===== config.mk =====
export PLATFORM = sky130hd
export DESIGN_NAME = fpu_op_decoder
export DESIGN_NICKNAME = d
export VERILOG_FILES = /design/src/rtl/fpu_dec_pkg.sv /design/src/rtl/fpu_ctl_reg.sv /design/src/rtl/fpu_bank_map.sv /design/src/rtl/fpu_op_classify.sv /design/src/rtl/fpu_op_decoder.sv
export SDC_FILE = /design/constraint.sdc
export NUM_CORES = 1
export LEC_CHECK = 0
export ABC_AREA = 1
export BUFFER_PORTS_ARGS = -buffer_cell sky130_fd_sc_hd__buf_2
export CELL_PAD_IN_SITES_DETAIL_PLACEMENT = 0
export CELL_PAD_IN_SITES_GLOBAL_PLACEMENT = 1
export CORE_ASPECT_RATIO = 1.25
export CORE_MARGIN = 2
export CORE_UTILIZATION = 28
export CTS_CLUSTER_SIZE = 30
export DETAILED_ROUTE_END_ITERATION = 12
export PLACE_DENSITY_LB_ADDON = 0.1
export RECOVER_POWER = 100
export SLEW_MARGIN = 20
export SYNTH_ARGS = -nofsm -noshare
export SYNTH_HDL_FRONTEND = slang
export SYNTH_SLANG_ARGS = --single-unit

===== constraint.sdc =====
create_clock -name clk -period 1.6 [get_ports clk]
set_clock_uncertainty 0.05 [all_clocks]
set_input_delay 0.24 -clock clk [delete_from_list [all_inputs] [get_ports clk]]
set_output_delay 0.24 -clock clk [all_outputs]
set_load 0.02 [all_outputs]

===== src/rtl/fpu_dec_pkg.sv =====
package fpu_dec_pkg;
  localparam int INSN_W    = 16;
  localparam int FLD_W     = 4;
  localparam int RF_IDX_W  = FLD_W + 1;
  localparam int CTL_W     = 32;
  localparam int IMM_W     = 32;

  localparam logic [IMM_W-1:0] IMM_ONE = 32'h3F80_0000;

  typedef enum logic [3:0] {
    FOP_NONE = 4'd0,
    FOP_ADD  = 4'd1,
    FOP_SUB  = 4'd2,
    FOP_MUL  = 4'd3,
    FOP_DIV  = 4'd4,
    FOP_ITOF = 4'd5,
    FOP_FTOI = 4'd6,
    FOP_LD0  = 4'd7,
    FOP_LD1  = 4'd8
  } fop_e;

  typedef struct packed {
    fop_e                op;
    logic                dbl;
    logic [RF_IDX_W-1:0] src_a;
    logic [RF_IDX_W-1:0] src_b;
    logic [RF_IDX_W-1:0] dst;
    logic                fr_we;
    logic                ful_we;
    logic                illegal;
    logic [IMM_W-1:0]    imm;
  } fdec_t;
endpackage


===== src/rtl/fpu_ctl_reg.sv =====
module fpu_ctl_reg #(
  parameter int               W       = 32,
  parameter logic [W-1:0]     WR_MASK = 32'h003F_FFFF,
  parameter logic [W-1:0]     RST_VAL = 32'h0004_0001,
  parameter int               RND_BIT = 0
) (
  input  logic         clk,
  input  logic         rst_n,
  input  logic         wr_i,
  input  logic [W-1:0] wdata_i,
  output logic [W-1:0] q_o,
  output logic         rnd_zero_o
);
  logic [W-1:0] ctl_q, ctl_d;
  logic         ctl_en;

  assign ctl_en = wr_i;

  always_comb begin
    ctl_d = wdata_i & WR_MASK;
  end

  always_ff @(posedge clk or negedge rst_n) begin
    if (!rst_n)      ctl_q <= RST_VAL;
    else if (ctl_en) ctl_q <= ctl_d;
  end

  assign q_o        = ctl_q;
  assign rnd_zero_o = ctl_q[RND_BIT];
endmodule


===== src/rtl/fpu_bank_map.sv =====
module fpu_bank_map
  import fpu_dec_pkg::*;
(
  input  logic [FLD_W-1:0]    field_i,
  input  logic                bank_i,
  output logic [RF_IDX_W-1:0] idx_o
);
  localparam logic [RF_IDX_W-1:0] BANK_FLIP = RF_IDX_W'(1) << FLD_W;

  always_comb begin
    idx_o = {1'b0, field_i} ^ (bank_i ? BANK_FLIP : '0);
  end
endmodule


===== src/rtl/fpu_op_classify.sv =====
module fpu_op_classify
  import fpu_dec_pkg::*;
(
  input  logic [3:0]          grp_i,
  input  logic [7:0]          low_i,
  input  logic                b8_i,
  input  logic                dbl_i,
  input  logic [RF_IDX_W-1:0] idx_n_i,
  input  logic [RF_IDX_W-1:0] idx_m_i,
  output fdec_t               dec_o
);
  logic is_grp, is_two, two_odd;

  assign is_grp  = (grp_i == 4'hF);
  assign is_two  = (low_i[3:2] == 2'b00);
  assign two_odd = b8_i | low_i[4];

  always_comb begin
    dec_o = '0;
    if (is_grp) begin
      if (is_two) begin
        if (dbl_i && two_odd) begin
          dec_o.illegal = 1'b1;
        end else begin
          unique case (low_i[1:0])
            2'd0:    dec_o.op = FOP_ADD;
            2'd1:    dec_o.op = FOP_SUB;
            2'd2:    dec_o.op = FOP_MUL;
            default: dec_o.op = FOP_DIV;
          endcase
          dec_o.dbl   = dbl_i;
          dec_o.src_a = idx_n_i;
          dec_o.src_b = idx_m_i;
          dec_o.dst   = idx_n_i;
          dec_o.fr_we = 1'b1;
        end
      end else begin
        unique case (low_i)
          8'h2D: begin
            if (dbl_i && b8_i) dec_o.illegal = 1'b1;
            else begin
              dec_o.op    = FOP_ITOF;
              dec_o.dbl   = dbl_i;
              dec_o.dst   = idx_n_i;
              dec_o.fr_we = 1'b1;
            end
          end
          8'h3D: begin
            if (dbl_i && b8_i) dec_o.illegal = 1'b1;
            else begin
              dec_o.op     = FOP_FTOI;
              dec_o.dbl    = dbl_i;
              dec_o.src_a  = idx_n_i;
              dec_o.ful_we = 1'b1;
            end
          end
          8'h8D, 8'h9D: begin
            if (dbl_i) dec_o.illegal = 1'b1;
            else begin
              dec_o.op    = low_i[4] ? FOP_LD1 : FOP_LD0;
              dec_o.imm   = low_i[4] ? IMM_ONE : '0;
              dec_o.dst   = idx_n_i;
              dec_o.fr_we = 1'b1;
            end
          end
          default: dec_o.illegal = 1'b1;
        endcase
      end
    end
  end
endmodule


===== src/rtl/fpu_op_decoder.sv =====
module fpu_op_decoder
  import fpu_dec_pkg::*;
#(
  parameter logic [CTL_W-1:0] CTL_MASK = 32'h003F_FFFF,
  parameter logic [CTL_W-1:0] CTL_RST  = 32'h0004_0001,
  parameter int               RND_BIT  = 0,
  parameter int               PREC_BIT = 19,
  parameter int               BANK_BIT = 21
) (
  input  logic                clk,
  input  logic                rst_n,
  input  logic [INSN_W-1:0]   insn_i,
  input  logic                ctl_wr_i,
  input  logic [CTL_W-1:0]    ctl_wdata_i,
  output logic [CTL_W-1:0]    ctl_q_o,
  output logic                rnd_zero_o,
  output logic [3:0]          dec_op_o,
  output logic                dec_dbl_o,
  output logic [RF_IDX_W-1:0] dec_src_a_o,
  output logic [RF_IDX_W-1:0] dec_src_b_o,
  output logic [RF_IDX_W-1:0] dec_dst_o,
  output logic                dec_fr_we_o,
  output logic                dec_ful_we_o,
  output logic                dec_illegal_o,
  output logic [IMM_W-1:0]    dec_imm_o
);
  localparam int NFLD = 2;

  // reset: asserted asynchronously, released on the clock
  logic [1:0] rst_sync_q;
  logic       rst_run_n;

  always_ff @(posedge clk or negedge rst_n) begin
    if (!rst_n) rst_sync_q <= 2'b00;
    else        rst_sync_q <= {rst_sync_q[0], 1'b1};
  end
  assign rst_run_n = rst_sync_q[1];

  fpu_ctl_reg #(
    .W(CTL_W), .WR_MASK(CTL_MASK), .RST_VAL(CTL_RST), .RND_BIT(RND_BIT)
  ) u_ctl (
    .clk       (clk),
    .rst_n     (rst_run_n),
    .wr_i      (ctl_wr_i),
    .wdata_i   (ctl_wdata_i),
    .q_o       (ctl_q_o),
    .rnd_zero_o(rnd_zero_o)
  );

  // register fields: [1] = bits 11:8, [0] = bits 7:4
  logic [NFLD-1:0][FLD_W-1:0]    fld;
  logic [NFLD-1:0][RF_IDX_W-1:0] idx;

  assign fld = {insn_i[11:8], insn_i[7:4]};

  for (genvar g = 0; g < NFLD; g++) begin : g_map
    fpu_bank_map u_map (
      .field_i(fld[g]),
      .bank_i (ctl_q_o[BANK_BIT]),
      .idx_o  (idx[g])
    );
  end

  fdec_t dec_d, dec_q;
  logic  dec_en;

  fpu_op_classify u_cls (
    .grp_i  (insn_i[15:12]),
    .low_i  (insn_i[7:0]),
    .b8_i   (insn_i[8]),
    .dbl_i  (ctl_q_o[PREC_BIT]),
    .idx_n_i(idx[1]),
    .idx_m_i(idx[0]),
    .dec_o  (dec_d)
  );

  assign dec_en = 1'b1;

  always_ff @(posedge clk or negedge rst_run_n) begin
    if (!rst_run_n)  dec_q <= '0;
    else if (dec_en) dec_q <= dec_d;
  end

  assign dec_op_o      = dec_q.op;
  assign dec_dbl_o     = dec_q.dbl;
  assign dec_src_a_o   = dec_q.src_a;
  assign dec_src_b_o   = dec_q.src_b;
  assign dec_dst_o     = dec_q.dst;
  assign dec_fr_we_o   = dec_q.fr_we;
  assign dec_ful_we_o  = dec_q.ful_we;
  assign dec_illegal_o = dec_q.illegal;
  assign dec_imm_o     = dec_q.imm;
endmodule


; ---- Word level (Yosys, flattened, before mapping)
; Cells that the tools add are included.
[totals]
word_cells = 56
regBits = 79
inputBits = 51
out_inout_bits = 88
[op_classes]
eq_ne = 7
mux = 29
bitwise_logic = 3
n_reduce_logical = 6
[op_table]
columns = op, n
row1 = $mux 32, 3
row2 = $mux 55, 1
row3 = $mux 30, 1
row4 = $mux 21, 1
row5 = $mux 6, 3
row6 = $eq 8x6->1 const B, 2
row7 = $eq 8x8->1 const B, 2
row8 = $mux 5, 3
row9 = $mux 4, 3
row10 = $pmux 4 s3, 1
row11 = $pmux 6 s2, 1
row12 = $mux 10, 1
row13 = $xor 4x5->5, 2
row14 = $mux 9, 1
row15 = $pmux 3 s3, 1
row16 = $mux 1, 7
row17 = $eq 4x4->1 const B, 1
row18 = $logic_not 2->1, 2
row19 = $pmux 1 s2, 2
row20 = $reduce_or 2->1, 2
row21 = $eq 2x1->1 const B, 1
row22 = $eq 2x2->1 const B, 1
row23 = $logic_and 1x1->1, 2
row24 = $or 1x1->1, 1

; ---- Longest topological paths before layout
[depth]
word_depth = 6
ltp_mapped = 10
mapped_depth_nobuf = 10

; ---- By module
; From an unflattened synthesis, not the netlist that was laid out.
[hier_totals]
cells_unflattened = 307
area_unflattened_um2 = 3175.5
[modules_own_cells]
columns = mod, area_each_um2, cells_each, n_inst
row1 = fpu_op_decoder, 1430.1, 58, 1
row2 = fpu_ctl_reg, 928.4, 105, 1
row3 = fpu_op_classify, 742.0, 134, 1
row4 = fpu_bank_map, 37.5, 5, 2

; ---- Least setup slack after synthesis
; Ideal clock, no wire load.
[synth_path]
path_kind = input -> register
startpoint = in insn_i[1]
endpoint = reg dec_q (netlist bit dec_op_o[1])
path_buffers = 0
t_arrival_ns = 1.042
path_slack_ns = 0.445
setup_ns = 0.063
path_stages = 10
cell_sequence = inv_1 ha_1 nand2_1 nor2_1 nand4_2 nand2_2 inv_2 nand2_2 nand2_1 inv_1
[synth_lines]
columns = element, line_no
row1 = "start, declared", fpu_op_decoder.sv:12  ; input logic [INSN_W-1:0] insn_i,
row2 = "end signal, assigned", fpu_op_decoder.sv:80  ; if (!rst_run_n) dec_q <= '0;
row3 = "end signal, assigned", fpu_op_decoder.sv:81  ; else if (dec_en) dec_q <= dec_d;
row4 = "end, declared", fpu_op_decoder.sv:64  ; fdec_t dec_d, dec_q;

; ---- Worst setup path in the final report
[layout_path]
startpoint = reg u_ctl.ctl_q[0] (netlist: u_ctl.q_o[0])
endpoint = out ctl_q_o[0]
[layout_lines]
columns = element, line_no
row1 = "start, declared", fpu_ctl_reg.sv:14  ; logic [W-1:0] ctl_q, ctl_d;
row2 = "start signal, assigned", fpu_ctl_reg.sv:25  ; else if (ctl_en) ctl_q <= ctl_d;
row3 = "end, declared", fpu_op_decoder.sv:15  ; output logic [CTL_W-1:0] ctl_q_o,
; No word-level cell between the ends.

==> flow_metrics.env <==
export IMPL_status="finished clean"
export IMPL_pin_count=139
export IMPL_areaGrowthSynthToFinish_pct=19.54
export IMPL_drive_gt1_share_pct=25.32
export IMPL_finalSetupTns_ns=0
export IMPL_yosysMostFrequentCell="dfrtp_1"
export IMPL_finalCritPeriodShare_pct=84.84
export IMPL_critical_path_top_delay_family="flip-flops"
export IMPL_numCtsBuffers=5
export IMPL_multiInputGateArea_sq_um=785.8
export IMPL_post_synth_inst_count=223
export IMPL_synth_edf_count=0
export IMPL_ys_ff_latch=48
export IMPL_power_clock_fraction_pct=33.4
export IMPL_chipWidth_um=85.15
export IMPL_ys_types=26
export IMPL_cts_buffer_depth=2
export IMPL_gp_congestion=0.7712
export IMPL_die_h_um=105.4
export IMPL_critPathCaptureType="primary output"
export IMPL_reg2reg_slack_ns=0.29
export IMPL_cts_setup_buffers=0
export IMPL_fin_nets=370
export IMPL_seqCellArea_sq_um=1204
export IMPL_yosys_warnings=0
export IMPL_hold_viol_final=0
export IMPL_cts_sinks=48
export IMPL_numPortBuffers=93
export IMPL_maxSlewViolCount=0
export IMPL_ys_async_sr_fraction_pct=100.0
export IMPL_hpwl_mm=3.835
export IMPL_pwr_share_comb_pct=16.1
export IMPL_cp_slowest_stage_delay_ns=0.55
export IMPL_setup_worst_path_start_class="flip-flop"
export IMPL_detail_route_wl_per_cell_um=11.62
export IMPL_fmax_mhz=736.7
export IMPL_r2r_end="dec_op_o[1]"
export IMPL_peakVddDrop_uv=409.6
export IMPL_htreeDepth=2
export IMPL_ys_seq_area_share_pct=52.23
export IMPL_p_sw_mw=0.7380
export IMPL_seq_power_share_pct=50.5
export IMPL_cp_depth=1
export IMPL_rsz0062_at_grt="no"
export IMPL_utilization_pct=34.01
export IMPL_netlist_area_sq_um=2305
export IMPL_rows=37
export IMPL_synth_area_top_cells="dfrtp_1 50%, buf_4 14%, mux2_2 9.8%"
export IMPL_ff2ff_path_depth=7
export IMPL_finalCriticalPeriod_ns=1.357
export IMPL_cellPowerDensity_nw_per_um2=947.3
export IMPL_drc=0
export IMPL_slew_headroom_pct=28.06
export IMPL_internal_power_mw=1.872
export IMPL_initial_core_util_pct=28.45
export IMPL_firstDrtPassIters=4
export IMPL_synth_top_area_share_pct=49.95
export IMPL_fin_hold_ws_ns=0.1085
export IMPL_critical_path_class="flip-flop to primary output"
export IMPL_worstHoldEndpoint="u_ctl.q_o[19]"
export IMPL_path_max_fanout=3
export IMPL_vias=1629
export IMPL_cts_tree="yes"
export IMPL_coreArea_sq_um=8102
export IMPL_grt_pass1_wl_mm=7.355
export IMPL_synthTopCellsByCount="46 x dfrtp_1, 44 x buf_4, 23 x nand2_1"
export IMPL_stdcell_area_sq_um=2755
export IMPL_worstHoldStart="ctl_wdata_i[19]"
export IMPL_critPathBufInv=1
export IMPL_syn_avg_cell_area_sq_um=10.34
export IMPL_grt_start_max_net_pins=27
export IMPL_ys_flop_type="dfrtp_1"
export IMPL_grt_pass1_vias=1559
export IMPL_hold_path_depth=3
export IMPL_ant_nets=0
export IMPL_dpl_cell_area_sq_um=2718
export IMPL_worstMarginPinSlew_ns=1.079
export IMPL_design_die_area_sq_um=8977
export IMPL_grt_total_usage_pct=10.53
export IMPL_cp_arrival_ns=1.07
export IMPL_r2r_start="u_ctl.q_o[19]"
export IMPL_clk_pin_slew_ns=0.09
export IMPL_hp_class="input pin to flip-flop"
export IMPL_cpMaxStageDelayCell="dfstp_2"
export IMPL_setup_viol=0
export IMPL_n_antenna_cell=0
export IMPL_path_cells="clkbuf_1"
export IMPL_cts_root_buf="clkbuf_8"
export IMPL_grt_overflow_total=0
export IMPL_maxCapViolations=0
export IMPL_worstSkewPairLatency_ns=0.30
export IMPL_fillers=899
export IMPL_viasPerCell=3.944
export IMPL_antenna_found_initial=0
export IMPL_p_leak_nw=1.406
export IMPL_synth_largest_area_cell="dfrtp_1"
export IMPL_totalWireLength_mm=4.800
export IMPL_crit_required_ns=1.31
export IMPL_p_sw_share_pct=28.28
export IMPL_drt_iter0_markers=32
-- placed cells by master (no fill, tap or decap), types with 2 or more instances in the layout --
| cell type | instances |
|---|---|
| buf_4 | 2 |
| nor2_1 | 18 |
| nor2_2 | 2 |
| ha_1 | 4 |
| mux2_2 | 20 |
| inv_1 | 21 |
| o21ai_0 | 5 |
| nor3_1 | 3 |
| clkbuf_1 | 57 |
| a21oi_1 | 3 |
| nand3_1 | 12 |
| nand2_1 | 24 |
| buf_2 | 37 |
| conb_1 | 36 |
| nand4_1 | 3 |
| nand2_2 | 2 |
| nor4_1 | 2 |
| clkbuf_8 | 5 |
| dfstp_2 | 2 |
| dfrtp_1 | 46 |
-- flip-flops by register name (all words and copies together) (netlist names), 2 cells and up --
register	count
u_ctl.q_o	22
rst_sync_q	2
dec_src_b_o	5
dec_dst_o	5
dec_op_o	4
dec_src_a_o	5
-- cells by family (layout without fill, tap and decap cells) --
kind of cell,count (synthesis),in the layout,synth area share [%]
AOI/OAI and AO/OA,10,10,2.389
adders and majority gates,4,4,2.172
buffers and inverters,70,129,18.84
DFF,48,48,52.23
muxes,20,20,9.772
other,2,36,0.3259
and+or+nand+nor,69,69,14.28
-- power by group through the flow --
stage	registers [mW]	logic, mW	clock network (mW)
after floorplan	1.42	0.280	0
after detailed placement	1.34	0.445	0
final	1.32	0.421	0.871
after global placement	1.34	0.445	0
after CTS	1.32	0.447	0.921
after global routing	1.33	0.460	0.972
-- routing by layer --
metal	up-vias	wire length (um)	track usage (%)
li1	807	-	-
met1	744	1958	12.45
met2	72	2387	18.53
met3	6	383	2.584
met4	0	70	3.401
met5	-	0	0
-- through the flow --
step           std cells  power, mW  worst slack, ns
2_1_floorplan        257      1.697           0.1186
3_3_place_gp         404      1.786          0.09458
3_5_place_dp         404      1.787          0.08509
4_1_cts              413      2.687           0.2952
5_1_grt              413      2.761           0.1205
6_report             413      2.610           0.2425
-- repair_timing --
action | CTS | global route
gates resized for setup | 0 | 0
endpoints found under the hold margin | 2 | 0
hold buffers | 1 | 0
-- how the worst max path moves through the flow --
stage / startpoint / to
2_1_floorplan: rst_sync_q[1] / dec_dbl_o
3_3_place_gp: insn_i[1] / dec_dst_o[3]
5_1_grt: u_ctl.q_o[19] / dec_op_o[1]
4_1_cts: u_ctl.q_o[0] / ctl_q_o[0]
6_report: u_ctl.q_o[0] / ctl_q_o[0]
3_5_place_dp: insn_i[1] / dec_dst_o[2]
-- cell type report --
type                       instances  share of cell area, %
tap                               97                  4.405
sequential                        48                  43.69
multi-input combinational        139                  28.52
clock buffer                       5                  2.498
clock inverter                     3                  1.544
inverter                          23                  3.224
timing repair buffer              98                  16.12
Note: power is estimated with default switching activity, not from simulation.
